===== config.mk =====
export PLATFORM = sky130hd
export DESIGN_NAME = rx_vc_arbiter
export DESIGN_NICKNAME = d
export VERILOG_FILES = /design/src/rtl/rxarb_pkg.sv /design/src/rtl/rxarb_sched.sv /design/src/rtl/rxarb_maxfill.sv /design/src/rtl/rxarb_rot_pick.sv /design/src/rtl/rx_vc_arbiter.sv
export SDC_FILE = /design/constraint.sdc
export NUM_CORES = 1
export LEC_CHECK = 0
export BUFFER_PORTS_ARGS = -buffer_cell sky130_fd_sc_hd__buf_2
export CELL_PAD_IN_SITES_DETAIL_PLACEMENT = 1
export CELL_PAD_IN_SITES_GLOBAL_PLACEMENT = 2
export CORE_AREA = 2 2 111 113
export DETAILED_ROUTE_END_ITERATION = 12
export DIE_AREA = 0 0 113 115
export GPL_ROUTABILITY_DRIVEN = 0
export PLACE_DENSITY_LB_ADDON = 0.1
export SYNTH_ARGS = -nofsm -noshare
export SYNTH_HDL_FRONTEND = slang
export SYNTH_HIERARCHICAL = 1
export SYNTH_SLANG_ARGS = --single-unit

===== constraint.sdc =====
create_clock -name clk_i -period 7.05 [get_ports clk_i]
set_input_delay 0.3525 -clock clk_i [delete_from_list [all_inputs] [get_ports clk_i]]
set_output_delay 0.3525 -clock clk_i [all_outputs]
set_load 0.005 [all_outputs]

===== src/rtl/rxarb_pkg.sv =====
package rxarb_pkg;
  localparam int LFSR_W    = 16;
  localparam int PHASE_W   = 8;
  localparam logic [LFSR_W-1:0] LFSR_SEED = 16'hACE1;

  // maximal-length Fibonacci LFSR, taps 16,14,13,11
  function automatic logic [LFSR_W-1:0] lfsr_next(input logic [LFSR_W-1:0] s);
    return {s[LFSR_W-2:0], s[15] ^ s[13] ^ s[12] ^ s[10]};
  endfunction
endpackage


===== src/rtl/rxarb_sched.sv =====
module rxarb_sched
  import rxarb_pkg::*;
#(
  parameter int NUM_Q = 5,
  localparam int IDX_W = (NUM_Q > 1) ? $clog2(NUM_Q) : 1
) (
  input  logic               clk_i,
  input  logic               rst_ni,
  input  logic [PHASE_W-1:0] slq_frac_i,
  output logic               slq_cycle_o,
  output logic [IDX_W-1:0]   start_o
);
  logic [PHASE_W-1:0] phase_q;
  logic [LFSR_W-1:0]  lfsr_q;
  logic [IDX_W-1:0]   idx_raw;

  always_ff @(posedge clk_i or negedge rst_ni) begin
    if (!rst_ni) begin
      phase_q <= '0;
      lfsr_q  <= LFSR_SEED;
    end else begin
      phase_q <= phase_q + 1'b1;
      lfsr_q  <= lfsr_next(lfsr_q);
    end
  end

  assign slq_cycle_o = (phase_q < slq_frac_i);
  assign idx_raw     = lfsr_q[IDX_W-1:0];
  // fold out-of-range values back into 0..NUM_Q-1
  assign start_o = (int'(idx_raw) >= NUM_Q) ? IDX_W'(int'(idx_raw) - NUM_Q) : idx_raw;

  assert_lfsr_live_R10: assert property (@(posedge clk_i) disable iff (!rst_ni)
    lfsr_q != '0);
  assert_start_range_R10: assert property (@(posedge clk_i) disable iff (!rst_ni)
    int'(start_o) < NUM_Q);
endmodule


===== src/rtl/rxarb_maxfill.sv =====
module rxarb_maxfill #(
  parameter int NUM_Q  = 5,
  parameter int FILL_W = 2
) (
  input  logic [NUM_Q-1:0]        mask_i,
  input  logic [NUM_Q*FILL_W-1:0] fill_i,
  output logic [NUM_Q-1:0]        top_o
);
  logic [FILL_W-1:0] max_fill;

  always_comb begin
    max_fill = '0;
    for (int i = 0; i < NUM_Q; i++)
      if (mask_i[i] && fill_i[i*FILL_W +: FILL_W] > max_fill)
        max_fill = fill_i[i*FILL_W +: FILL_W];
  end

  for (genvar g = 0; g < NUM_Q; g++) begin : g_top
    assign top_o[g] = mask_i[g] && (fill_i[g*FILL_W +: FILL_W] == max_fill);
  end
endmodule


===== src/rtl/rxarb_rot_pick.sv =====
module rxarb_rot_pick #(
  parameter int NUM_Q = 5,
  localparam int IDX_W = (NUM_Q > 1) ? $clog2(NUM_Q) : 1
) (
  input  logic [NUM_Q-1:0] cand_i,
  input  logic [IDX_W-1:0] start_i,
  output logic [NUM_Q-1:0] gnt_o
);
  always_comb begin
    int  idx;
    logic found;
    gnt_o = '0;
    found = 1'b0;
    for (int k = 0; k < NUM_Q; k++) begin
      idx = int'(start_i) + k;
      if (idx >= NUM_Q) idx = idx - NUM_Q;
      if (!found && cand_i[idx]) begin
        gnt_o[idx] = 1'b1;
        found      = 1'b1;
      end
    end
  end
endmodule


===== src/rtl/rx_vc_arbiter.sv =====
module rx_vc_arbiter #(
  parameter int NUM_Q  = 5,
  parameter int FILL_W = 2,
  localparam int IDX_W = (NUM_Q > 1) ? $clog2(NUM_Q) : 1,
  localparam int BYP   = NUM_Q - 1
) (
  input  logic                    clk_i,
  input  logic                    rst_ni,
  input  logic [NUM_Q-1:0]        req_i,
  input  logic [NUM_Q-1:0]        hipri_i,
  input  logic [NUM_Q*FILL_W-1:0] fill_i,
  input  logic [7:0]              slq_frac_i,
  output logic [NUM_Q-1:0]        gnt_o
);
  localparam logic [NUM_Q-1:0] BYP_BIT = NUM_Q'(1) << BYP;

  logic             slq_cycle;
  logic [IDX_W-1:0] start;
  logic [NUM_Q-1:0] hp_req, nb_req, top_req, cand;

  rxarb_sched #(.NUM_Q(NUM_Q)) u_sched (
    .clk_i, .rst_ni, .slq_frac_i,
    .slq_cycle_o(slq_cycle), .start_o(start)
  );

  assign hp_req = req_i & hipri_i;
  assign nb_req = req_i & ~BYP_BIT;

  rxarb_maxfill #(.NUM_Q(NUM_Q), .FILL_W(FILL_W)) u_maxfill (
    .mask_i(nb_req), .fill_i, .top_o(top_req)
  );

  always_comb begin
    if (|hp_req)      cand = hp_req;
    else if (|nb_req) cand = slq_cycle ? top_req : nb_req;
    else              cand = req_i;  // bypass alone, or nothing
  end

  rxarb_rot_pick #(.NUM_Q(NUM_Q)) u_pick (
    .cand_i(cand), .start_i(start), .gnt_o
  );

  // winner fill is not below any other non-bypass requester
  logic slq_beaten;
  always_comb begin
    slq_beaten = 1'b0;
    for (int w = 0; w < NUM_Q; w++)
      for (int o = 0; o < BYP; o++)
        if (gnt_o[w] && req_i[o] &&
            fill_i[o*FILL_W +: FILL_W] > fill_i[w*FILL_W +: FILL_W])
          slq_beaten = 1'b1;
  end

  assert_onehot_R1: assert property (@(posedge clk_i) disable iff (!rst_ni)
    $onehot0(gnt_o));
  assert_idle_R2: assert property (@(posedge clk_i) disable iff (!rst_ni)
    (req_i == '0) |-> (gnt_o == '0));
  assert_subset_R3: assert property (@(posedge clk_i) disable iff (!rst_ni)
    (gnt_o & ~req_i) == '0);
  assert_busy_R3: assert property (@(posedge clk_i) disable iff (!rst_ni)
    (req_i != '0) |-> (gnt_o != '0));
  assert_hipri_R4: assert property (@(posedge clk_i) disable iff (!rst_ni)
    (hp_req != '0) |-> ((gnt_o & hp_req) != '0));
  assert_slq_R6: assert property (@(posedge clk_i) disable iff (!rst_ni)
    (slq_cycle && hp_req == '0 && nb_req != '0) |-> !slq_beaten);
  assert_bypass_R9: assert property (@(posedge clk_i) disable iff (!rst_ni)
    gnt_o[BYP] |-> (hipri_i[BYP] || nb_req == '0));
endmodule


==> results of run 1 <==
[layer usage]
metal | track usage | vias to the layer above
met3 | 0.0169 | 12
li1 | - | 1698
met1 | 0.241 | 1748
met4 | 0.0333 | 0
met2 | 0.284 | 58
met5 | 0 | -
[worst max-delay path by stage]
stage | start | endpoint | cells after the start
after floorplan | req_i[0] | gnt_o[0] | 25
after CTS | fill_i[1] | gnt_o[0] | 31
after detailed placement | fill_i[1] | gnt_o[4] | 31
after global routing | req_i[0] | gnt_o[4] | 30
after global placement | fill_i[1] | gnt_o[4] | 31
final | fill_i[1] | gnt_o[4] | 31
[state kept, by name (all words and copies together), names as in the netlist]
| name | count |
|---|---|
| u_sched/phase_q | 8 |
| u_sched/lfsr_q | 16 |
[power by group]
part | total, W | switching, W | internal [W]
registers | 0.000138 | 0 | 0.000138
clock network | 0.000158 | 0.0000454 | 0.000113
logic | 0.000171 | 0.0000950 | 0.0000763
total | 0.000467 | 0.000140 | 0.000327
[logic make-up after synthesis]
| family | Yosys count | synth area share |
|---|---|---|
| DFF | 24 | 0.177 |
| AOI/OAI and AO/OA | 132 | 0.307 |
| buffers and inverters | 53 | 0.0661 |
| xor gates and xnor gates | 19 | 0.0505 |
| other | 1 | 0.00109 |
| and+or+nand+nor | 155 | 0.255 |
| adders and majority gates | 29 | 0.107 |
| muxes | 12 | 0.0363 |
[cell type report]
class	count	area [sq um]
flip-flops and latches	24	611
fillers	1431	7690
clock buffers	3	75.1
clock inverters	1	30.0
inverters	33	124
well taps	147	184
multi-input cells	350	2770
repair buffers	55	328
[worst register-to-register path, stage by stage, from the launching register on]
cell and delay [ps]:
dfrtp_1 440, nand3_2 150, nor3_2 210, xor2_1 150
[cell usage in the layout (no fill, tap or decap), drive strengths merged, types with 13 or more instances in the layout]
cell type,Yosys,layout
buf,14,55
nand2,36,36
inv,33,33
xnor2,13,13
nand3,18,18
o21ai,16,16
ha,28,28
dfrtp,16,16
nor2,21,21
a21oi,23,23
[metrics by stage]
stage | std cells | instance area (sq um) | setup TNS, ps | setup slack, ps
floorplan | 427 | 3450 | 0 | 579
global placement | 605 | 3830 | 0 | 65.5
detailed placement | 605 | 3830 | -39.7 | -39.7
CTS | 609 | 3940 | 0 | 4.40
global route | 613 | 4120 | 0 | 41.0
finish | 613 | 4120 | 0 | 366
[what timing repair did]
action                                  4_1_cts  5_1_grt
pin swaps                                     0        6
buffers inserted                              0        4
endpoints found under the setup margin        2        5
gates resized for setup                       1       26
==> out/qor.csv, run 1 <==
metric,value,unit
dr.pass1.iters,4,
yosysTopAreaCell,dfrtp_1,
synth_most_common_cell,nand2_1,
synth.top_cell.area_share,0.116,
maxCapViolCount,0,
cts_max_path_buffers,2,
report.final.slew_viol_count,0,
wl_per_cell,18.2,um
period_needed,6680,ps
post-route-period-util,0.948,
ctsRootBufferMaster,clkbuf_16,
clk_transition_reported_paths,60,ps
viasPerCell,5.74,
outcome,completed,
synth_cells,425,
finalPower,0.000467,W
ios,35,
rows,40,
wl_met1,5450,um
reg2reg_depth,3,
yosys_warnings,6,
via_count,3516,
ant_nets,0,
hold_class,in -> async,
antennaDiodeCount,0,
clock-sinks,24,
synth_cell_types,89,
holdBufCountCts,0,
finClkSkew,2.16,ps
met3WireLength,363,um
endpoint_kind,output port,
synth_area,0.00345,sq mm
synth-edff-count,0,
slowest_stage,or4_1,
max_stage_delay,540,ps
die_height,115,um
powerDensity,113,mW/mm^2
initial_utilization,0.292,
layout-drive-gt1-share,0.240,
crit_top_cell,o211ai_1,
r2r_slack,6020,ps
port_buffers,34,
path_max_fanout,7,
syn_avg_cell_area,8.11,sq um
cp_num_buf_inv,5,
grt_pass1_vias,3512,
rsz0062_at_grt,false,
finalHoldViolCount,0,
grt_usage,0.170,
fmax,150,MHz
cp_top_family,simple AND/OR/NAND/NOR gates,
wl,11200,um
syn_to_final_growth,19.5,%
drc,0,
p_leak,1.74,nW
finalSetupViolCount,0,
relSlewSlack,0.414,
grt_max_degree,44,
antenna_found_initial,0,
critPathKind,in -> out,
async_flop_share,1.00,
synthFlopType,dfrtp_1,
overflow,0,
coreArea,0.0118,sq mm
peakVddDrop,102,uV
wl_met2,5230,um
yosysSeqAreaShare,0.177,
worstReg2RegEnd,u_sched/phase_q[7],
drt_iter0_markers,152,
die_x,113,um
cts.htree.levels,1,
cts_made_buffers,3,
cp_data_required_time,6700,ps
synthTopCellsByArea,"dfrtp_1, ha_1, dfstp_2, nand2_1, inv_1",
clock_latency,250,ps
die-area,0.0130,sq mm
synthTopCellsByCount,"nand2_1, inv_1, ha_1",
r2r-start,u_sched/phase_q[2],
synth-seq-cells,24,
top_layer,met4,
final_util,0.349,
grt_pass1_wl,18100,um
layout.nets,526,
cts_tree,yes,
cp.arrival,6330,ps
dpl.hpwl,8600,um
holdWs,53.7,ps
crit_path_start_kind,input pin,
worst_slew_pin_slew,878,ps
No activity file was read; power rests on OpenSTA's default activity.
==> run 2, diff against run 1 <==
- ABC_CLOCK_PERIOD_IN_PS: not set -> 8420
- PLACE_DENSITY_LB_ADDON: 0.1 -> 0.08
- clock period: 7.05 -> 8.42 ns (I/O delays scaled with it)
==> out/qor.csv, run 2 (synthesized netlist as in run 1, its figures left out) <==
metric,value,unit,change
peakVddDrop,72.3,uV,-29%
cts_tree,yes,,
post_cts_resized,0,,-1
postPlaceCellArea,0.00374,sq mm,-2.5%
finalHoldViolCount,0,,unchanged
pwr-share-comb,0.332,,-0.034
maxCapViolCount,0,,unchanged
holdBufCountCts,0,,unchanged
outcome,completed,,
intPower,0.000261,W,-20%
crit_top_cell,a21oi_1,,
critPathKind,in -> out,,
overflow,0,,unchanged
fmax,129,MHz,
endpoint_kind,output port,,
largest_reg_flops,16,,unchanged
grt_max_degree,44,,unchanged
hold_class,in -> async,,
grt_usage,0.173,,+0.00237
layout.nets,508,,-3.4%
antennaDiodeCount,0,,unchanged
cp.arrival,7310,ps,+980 ps
syn_to_final_growth,11.7,%,
path_max_fanout,8,,+1
rows,40,,unchanged
via_count,3350,,-4.7%
viasPerCell,5.63,,-1.8%
top_regs,"u_sched/lfsr_q x16, u_sched/phase_q x8",,
final_cell_mix,"nand2_1, buf_2, inv_1",,
report.final.slew_viol_count,0,,unchanged
drt_iter0_markers,181,,+19%
finalSetupViolCount,0,,unchanged
dr.pass1.iters,5,,+1
dpl.hpwl,8600,um,about the same
clk_transition_reported_paths,60,ps,about the same
antenna_found_initial,0,,unchanged
p_sw_frac,0.298,,-0.00262
cp_data_required_time,8000,ps,+1300 ps
clkPwrFrac,0.358,,+0.020
clock-sinks,24,,unchanged
powerDensity,96.7,mW/mm^2,-15%
ios,35,,unchanged
top_register,u_sched/lfsr_q,,
final_util,0.326,,-0.0228
layout_commonest_cell,nand2_1,,
relSlewSlack,0.424,,+0.00915
cts.htree.levels,1,,unchanged
worst_slew_pin_slew,865,ps,-13.7 ps
cts_max_path_buffers,2,,unchanged
clock_latency,250,ps,about the same
die-area,0.0130,sq mm,unchanged
layout-drive-gt1-share,0.174,,-0.0662
drc,0,,unchanged
wl,10800,um,-3.0%
grt_pass1_wl,18400,um,+1.4%
slowest_stage,o221ai_1,,
p_sw,0.000111,W,-21%
stdcell_count,595,,-2.9%
post-route-period-util,0.918,,
p_seq_frac,0.311,,+0.016
cts_made_buffers,3,,unchanged
die_x,113,um,unchanged
finClkSkew,1.65,ps,-0.509 ps
port_buffers,34,,unchanged
crit_path_start_kind,input pin,,
wl_per_cell,18.2,um,about the same
p_leak,1.62,nW,-6.9%
finalPower,0.000372,W,-20%
grt_pass1_vias,3454,,-1.7%
final.setup.tns,0,ps,unchanged
post_cts_buffers,0,,unchanged
ant_nets,0,,unchanged
ctsRootBufferMaster,clkbuf_16,,
die_height,115,um,unchanged
max_stage_delay,550,ps,about the same
dp_cells,591,,-2.3%
period_needed,7730,ps,
rsz0062_at_grt,false,,
initial_utilization,0.292,,unchanged
final_cell_area,0.00385,sq mm,-6.5%
coreArea,0.0118,sq mm,unchanged
[run 2: cell types whose count changed in the layout (fill, tap and decap cells not counted), moves of 2 or more]
cell / delta
a2111oi_0: +2
a2111oi_2: -2
a211oi_1: +2
a211oi_2: -2
a21oi_1: +2
a21oi_4: -2
buf_4: -18
[run 2: final cells by class]
type	count	area, sq um
Sequential cell	24	611
Clock inverter	1	30.0
Multi-Input combinational cell	350	2630
Fill cell	1408	7960
Inverter	33	124
Tap cell	147	184
Clock buffer	3	75.1
Timing Repair Buffer	37	193
[run 2: final timing paths]
path | start | endpoint | slack, ps | depth (start not counted)
worst min register to register | u_sched/lfsr_q[3] | u_sched/lfsr_q[4] | 350 | 0
worst min-delay path | rst_ni | u_sched/lfsr_q[12] | 130 | 1
min in group clk_i | u_sched/lfsr_q[3] | u_sched/lfsr_q[4] | 350 | 0
worst max-delay path | req_i[0] | gnt_o[0] | 690 | 28
worst max register to register | u_sched/phase_q[2] | u_sched/phase_q[7] | 7380 | 3
max in group asynchronous | rst_ni | u_sched/lfsr_q[5] | 7930 | 1
[run 2: power by group through the flow]
stage / Sequential (W) / Combinational [W] / Clock (W)
finish: 0.000116 / 0.000123 / 0.000133
global route: 0.000115 / 0.000139 / 0.000143
CTS: 0.000116 / 0.000123 / 0.000136
detailed placement: 0.000117 / 0.000123 / 0
global placement: 0.000117 / 0.000122 / 0
floorplan: 0.000118 / 0.0000843 / 0
[run 2: per-layer routing]
metal	track usage	wire [um]	vias up
met5	0	0	-
met1	0.251	5560	1654
met4	0.0146	38	0
met2	0.289	4940	41
met3	0.0163	293	4
li1	-	-	1651
[run 2: worst max-delay path, delay by kind of cell]
kind	cells	cell delay (ps)
adder cells (fa/ha/maj)	3	850
AND/OR/NAND/NOR	9	1720
AO/OA/AOI/OAI	10	2930
multiplexers	3	1070
buffers and inverters	3	340
[run 2: per-stage QoR]
step	setup WS (ps)	hold slack [ps]
after floorplan	1810	125
after global placement	622	337
after detailed placement	601	338
after CTS	556	143
after global routing	42.2	164
final	694	129
